## src/rtl/sm3r_pkg.sv

```systemverilog
package sm3r_pkg;

    localparam int WORD_W = 32;

    typedef logic [WORD_W-1:0] word_t;

    // Working state, first member in the most significant word.
    typedef struct packed {
        word_t a;
        word_t b;
        word_t c;
        word_t d;
        word_t e;
        word_t f;
        word_t g;
        word_t h;
    } state_t;

    typedef enum logic {
        PH_IDLE = 1'b0,
        PH_RUN  = 1'b1
    } phase_e;

    localparam word_t T_EARLY = 32'h79CC4519;
    localparam word_t T_LATE  = 32'h7A879D8A;

    function automatic word_t rol(input word_t x, input int unsigned n);
        int unsigned s;
        s = n % WORD_W;
        return (x << s) | (x >> (WORD_W - s));
    endfunction

    function automatic word_t perm0(input word_t x);
        return x ^ rol(x, 9) ^ rol(x, 17);
    endfunction

    function automatic word_t bool_ff(input word_t x, input word_t y,
                                      input word_t z, input logic late);
        return late ? (((x ^ y) & z) ^ (x & y)) : (x ^ y ^ z);
    endfunction

    function automatic word_t bool_gg(input word_t x, input word_t y,
                                      input word_t z, input logic late);
        return late ? ((x & y) | (~x & z)) : (x ^ y ^ z);
    endfunction

endpackage

```

## src/rtl/sm3r_round.sv

```systemverilog
module sm3r_round
    import sm3r_pkg::*;
(
    input  state_t cur,
    input  word_t  msg_w,
    input  word_t  msg_wp,
    input  word_t  k_rot,
    input  logic   late,
    output state_t nxt
);
    word_t a12, ss1, ss2, tt1, tt2;

    always_comb begin
        a12   = rol(cur.a, 12);
        ss1   = rol(a12 + cur.e + k_rot, 7);
        ss2   = ss1 ^ a12;
        tt1   = bool_ff(cur.a, cur.b, cur.c, late) + cur.d + ss2 + msg_wp;
        tt2   = bool_gg(cur.e, cur.f, cur.g, late) + cur.h + ss1 + msg_w;
        nxt.a = tt1;
        nxt.b = cur.a;
        nxt.c = rol(cur.b, 9);
        nxt.d = cur.c;
        nxt.e = perm0(tt2);
        nxt.f = cur.e;
        nxt.g = rol(cur.f, 19);
        nxt.h = cur.g;
    end
endmodule

```

## src/rtl/sm3r_kgen.sv

```systemverilog
module sm3r_kgen
    import sm3r_pkg::*;
#(
    parameter int SWITCH_RND = 16,
    parameter int RW         = 6
) (
    input  logic          clk,
    input  logic          rst,
    input  logic          load,
    input  logic          step,
    input  logic [RW-1:0] round_idx,
    output word_t         k_rot
);
    // Second base constant pre-rotated to its first round of use.
    localparam word_t K_RELOAD = rol(T_LATE, SWITCH_RND);

    word_t k_q;

    always_ff @(posedge clk) begin
        if (rst) begin
            k_q <= T_EARLY;
        end else if (load) begin
            k_q <= T_EARLY;
        end else if (step) begin
            if (round_idx == RW'(SWITCH_RND - 1)) k_q <= K_RELOAD;
            else                                  k_q <= rol(k_q, 1);
        end
    end

    assign k_rot = k_q;
endmodule

```

## src/rtl/sm3r_ctrl.sv

```systemverilog
module sm3r_ctrl
    import sm3r_pkg::*;
#(
    parameter int ROUNDS = 64,
    parameter int RW     = $clog2(ROUNDS)
) (
    input  logic          clk,
    input  logic          rst,
    input  logic          init,
    input  logic          start,
    input  logic          w_valid,
    output logic          busy,
    output logic          init_ok,
    output logic          start_ok,
    output logic          fire,
    output logic          last,
    output logic          done,
    output logic [RW-1:0] round_idx
);
    phase_e        phase_q;
    logic [RW-1:0] round_q;
    logic          done_q;

    assign busy     = (phase_q == PH_RUN);
    assign init_ok  = !busy && init;
    assign start_ok = !busy && start && !init;
    assign fire     = busy && w_valid;
    assign last     = (round_q == RW'(ROUNDS - 1));

    always_ff @(posedge clk) begin
        if (rst) begin
            phase_q <= PH_IDLE;
            round_q <= '0;
            done_q  <= 1'b0;
        end else begin
            done_q <= fire && last;
            if (start_ok) begin
                phase_q <= PH_RUN;
                round_q <= '0;
            end else if (fire) begin
                if (last) begin
                    phase_q <= PH_IDLE;
                    round_q <= '0;
                end else begin
                    round_q <= round_q + 1'b1;
                end
            end
        end
    end

    assign done      = done_q;
    assign round_idx = round_q;
endmodule

```

## src/rtl/sm3r_core.sv

```systemverilog
module sm3r_core
    import sm3r_pkg::*;
#(
    parameter int ROUNDS     = 64,
    parameter int SWITCH_RND = 16
) (
    input  logic         clk,
    input  logic         rst,
    input  logic         init,
    input  logic [255:0] iv,
    input  logic         start,
    input  logic         w_valid,
    input  logic [31:0]  w_word,
    input  logic [31:0]  w_prime,
    output logic         w_ready,
    output logic [255:0] digest,
    output logic         done
);
    localparam int RW = $clog2(ROUNDS);

    logic          busy, init_ok, start_ok, fire, last, late;
    logic [RW-1:0] round_q;
    word_t         k_rot;
    state_t        chain_q, work_q, work_nxt;

    sm3r_ctrl #(.ROUNDS(ROUNDS), .RW(RW)) u_ctrl (
        .clk(clk), .rst(rst), .init(init), .start(start), .w_valid(w_valid),
        .busy(busy), .init_ok(init_ok), .start_ok(start_ok), .fire(fire),
        .last(last), .done(done), .round_idx(round_q)
    );

    sm3r_kgen #(.SWITCH_RND(SWITCH_RND), .RW(RW)) u_kgen (
        .clk(clk), .rst(rst), .load(start_ok), .step(fire),
        .round_idx(round_q), .k_rot(k_rot)
    );

    assign late = (round_q >= RW'(SWITCH_RND));

    sm3r_round u_round (
        .cur(work_q), .msg_w(w_word), .msg_wp(w_prime),
        .k_rot(k_rot), .late(late), .nxt(work_nxt)
    );

    always_ff @(posedge clk) begin
        if (rst) begin
            chain_q <= '0;
            work_q  <= '0;
        end else begin
            if (init_ok) chain_q <= iv;
            if (start_ok) begin
                work_q <= chain_q;
            end else if (fire) begin
                work_q <= work_nxt;
                if (last) chain_q <= chain_q ^ work_nxt;
            end
        end
    end

    assign w_ready = busy;
    assign digest  = chain_q;
endmodule

```

## config.mk

```make
export PLATFORM = sky130hd
export DESIGN_NAME = sm3r_core
export DESIGN_NICKNAME = d
export VERILOG_FILES = /design/src/rtl/sm3r_pkg.sv /design/src/rtl/sm3r_round.sv /design/src/rtl/sm3r_kgen.sv /design/src/rtl/sm3r_ctrl.sv /design/src/rtl/sm3r_core.sv
export SDC_FILE = /design/constraint.sdc
export NUM_CORES = 2
export LEC_CHECK = 0
export CORE_MARGIN = 2
export CORE_UTILIZATION = 55
export DETAILED_ROUTE_END_ITERATION = 7
export PLACE_DENSITY = 0.82
export SLEW_MARGIN = 20
export SYNTH_ARGS = -nofsm -noshare
export SYNTH_HDL_FRONTEND = slang
export SYNTH_SLANG_ARGS = --single-unit
```

## constraint.sdc

```tcl
create_clock -name clk -period 9 [get_ports clk]
set_input_delay 1.8 -clock clk [delete_from_list [all_inputs] [get_ports clk]]
set_output_delay 1.8 -clock clk [all_outputs]
set_load 0.05 [all_outputs]
```

==> metrics <==
clk_lat worst skew 0.65 ns; syn nets 4864; Max Slew Vio Count 0; met2 usage 0.611; detailed placement HPWL 114000 um; max-cap viol count 0; Final period util 0.886; area of the core 65600 sq um; initial core utilization 0.555; f_max 125 MHz; hold crit path type flop to flop; worst slew pin tran 1.18 ns; critical path required time 9.51 ns; largest net degree at the start of global routing 165; commonest non-fill, non-tap cells in the layout nor2_1 (635), clkdlybuf4s50_1 (581), dfxtp_1 (552); fillers 5266; clk sinks 552; fin cells 5526; Yosys top cell area share 0.303; setup repair after global routing missed its margin no; postcts setup bufs 0; share of layout cells above drive strength 1 0.0408; startpoint types flop; global-route wire length before repair 215000 um; R2R cell count 26; GRT Residual Overflow 0; Post-synth EDFFs 0; io pins 583; Most used DFF post-synth dfxtp_1; Netlist cell types 88; Wirelength per Cell 27.2 um; most common cell after layout, fill and taps aside nor2_1; M1 GR Usage 0.588; final hold violations 0; IO buf count 582; P&R area growth vs syn 22.1%; GRT Max-Usage Layer met2; Nets 5215; Crit Path Category flop to flop; Setup Skew 0.0399 ns; met3 Use GR 0.137; sequential fraction of the synthesis area 0.303; total negative setup slack 0 ns; initial antenna violation count 11; CTS Buffer Depth 3; TritonCTS clock tree built; Root Driver clkbuf_16; CTS Buf Count 58; antenna-violating nets left 0; TritonRoute pass-1 iters 8; Worst setup EP type flop; post-CTS sizing 0; Async SR Flop Fraction 0; drt total wl 150000 um; ranking of synthesized cells by area dfxtp_1 (30%), fa_1 (10%), nor2_1 (6.6%); CTS Hold Buffers Added 0; YS warnings 0; Syn Inst Count 4258; crit-path max FO 9; Rel. slew slack 0.214; Clock transition at path regs 0.07 ns; placed insts 5413; min Tclk post-route 7.98 ns; via count 35800; Die X-Extent 261 um; H-tree levels 2; Worst Path Arrival 8.48 ns; Mean Syn Cell Area 8.56 sq um; final setup violation count 0; GRT Util Overall 0.425; DR DRC count 0; cell taking the most area after synthesis dfxtp_1; gpl congestion 1.04; vias in the first global route 32700; worst hold path depth 2; Die Ht 261 um; mapped cell area 36400 sq um; DIE AREA 68300 sq um; Via density 6.47; row count 94; drt initial violations 4848; Yosys reg bits 552; outcome finished, final reports clean
-- logic make-up after synthesis --
kind of cell | Yosys count | synth area share
AO/OA/AOI/OAI | 1144 | 0.216
XOR/XNOR | 340 | 0.0876
adder cells (fa/ha/maj) | 282 | 0.136
buffers and inverters | 621 | 0.0657
flip-flops | 552 | 0.303
multiplexers | 229 | 0.0629
AND/OR/NAND/NOR | 1090 | 0.129
-- path summary, 6_finish.rpt --
| path | start | endpoint | slack [ns] |
|---|---|---|---|
| hold reg to reg | digest[237] | digest[237] | 0.49 |
| hold / removal | digest[237] | digest[237] | 0.49 |
| setup reg to reg | work_q[102] | digest[255] | 1.02 |
| setup / recovery | work_q[102] | digest[255] | 1.02 |
-- synth_stat cells (9+ instances only) --
library cell / n
nor2_1: 638
dfxtp_1: 552
clkbuf_1: 288
inv_1: 278
a21oi_1: 275
mux2i_1: 229
a221oi_1: 203
nand2_1: 191
xor2_1: 191
fa_1: 188
a211oi_1: 179
o21ai_0: 172
a22oi_1: 142
xnor2_1: 134
ha_1: 93
nor3_1: 58
nor3b_1: 52
nand3_1: 49
buf_1: 45
a21o_1: 39
nor2b_1: 19
and3_1: 15
o21a_1: 15
o22ai_1: 14
and2_1: 13
a31oi_1: 11
nand2b_1: 11
o21bai_1: 11
or3_1: 11
o221a_2: 10
nand4_1: 9
o211ai_1: 9
-- routing by layer --
metal	up-vias	routed length, um
met5	-	10
met4	2	7190
met3	376	22000
met2	2434	62500
met1	17300	58800
li1	15600	-
-- final cells by class --
| class | count | area [sq um] | share of cell area |
|---|---|---|---|
| Multi-Input combinational cell | 3085 | 23100 | 0.518 |
| Sequential cell | 552 | 11100 | 0.248 |
| Timing Repair Buffer | 634 | 6250 | 0.140 |
| Clock buffer | 81 | 1650 | 0.0370 |
| Tap cell | 864 | 1080 | 0.0243 |
| Inverter | 278 | 1040 | 0.0235 |
| Clock inverter | 25 | 349 | 0.00784 |
| Antenna cell | 7 | 17.5 | 0.000394 |
-- flip-flops by register name, indices dropped and copies added (netlist names) --
name and count:
u_ctrl.busy 1, u_kgen.k_rot 32, digest 256, u_ctrl.done 1, u_ctrl.round_idx 6, work_q 256
-- worst max-delay path, cell delays in order, from the launching register on --
cell,delay [ns]
dfxtp_1,0.64
fa_1,0.52
ha_1,0.34
o21a_1,0.23
o2111ai_1,0.22
o21ai_0,0.30
a31oi_1,0.43
o21ai_2,0.15
a211oi_2,0.37
o21bai_1,0.11
a21o_1,0.19
xor2_1,0.41
xnor2_1,0.23
fa_1,0.57
ha_1,0.19
inv_1,0.08
fa_1,0.46
nor2b_1,0.19
o31ai_1,0.11
o21ai_0,0.36
o211ai_1,0.27
o311ai_1,0.45
o41ai_1,0.15
o21ai_0,0.22
xnor2_1,0.14
and3_1,0.20
a2111oi_1,0.30
-- stage by stage --
step / hold WS (ns) / instance area [sq um] / setup WS (ns) / util
floorplan: 0.471 / 36400 / 2.11 / -
global placement: 0.474 / 42500 / 1.26 / 0.647
detailed placement: 0.480 / 42500 / 1.19 / 0.647
CTS: 0.490 / 44500 / 1.17 / 0.678
global route: 0.507 / 44500 / 0.475 / 0.678
finish: 0.485 / 44500 / 1.02 / 0.678
Power is left out: the tool's default activity adds up to more than one toggle a clock period on the data nets, which glitch-free logic cannot reach.
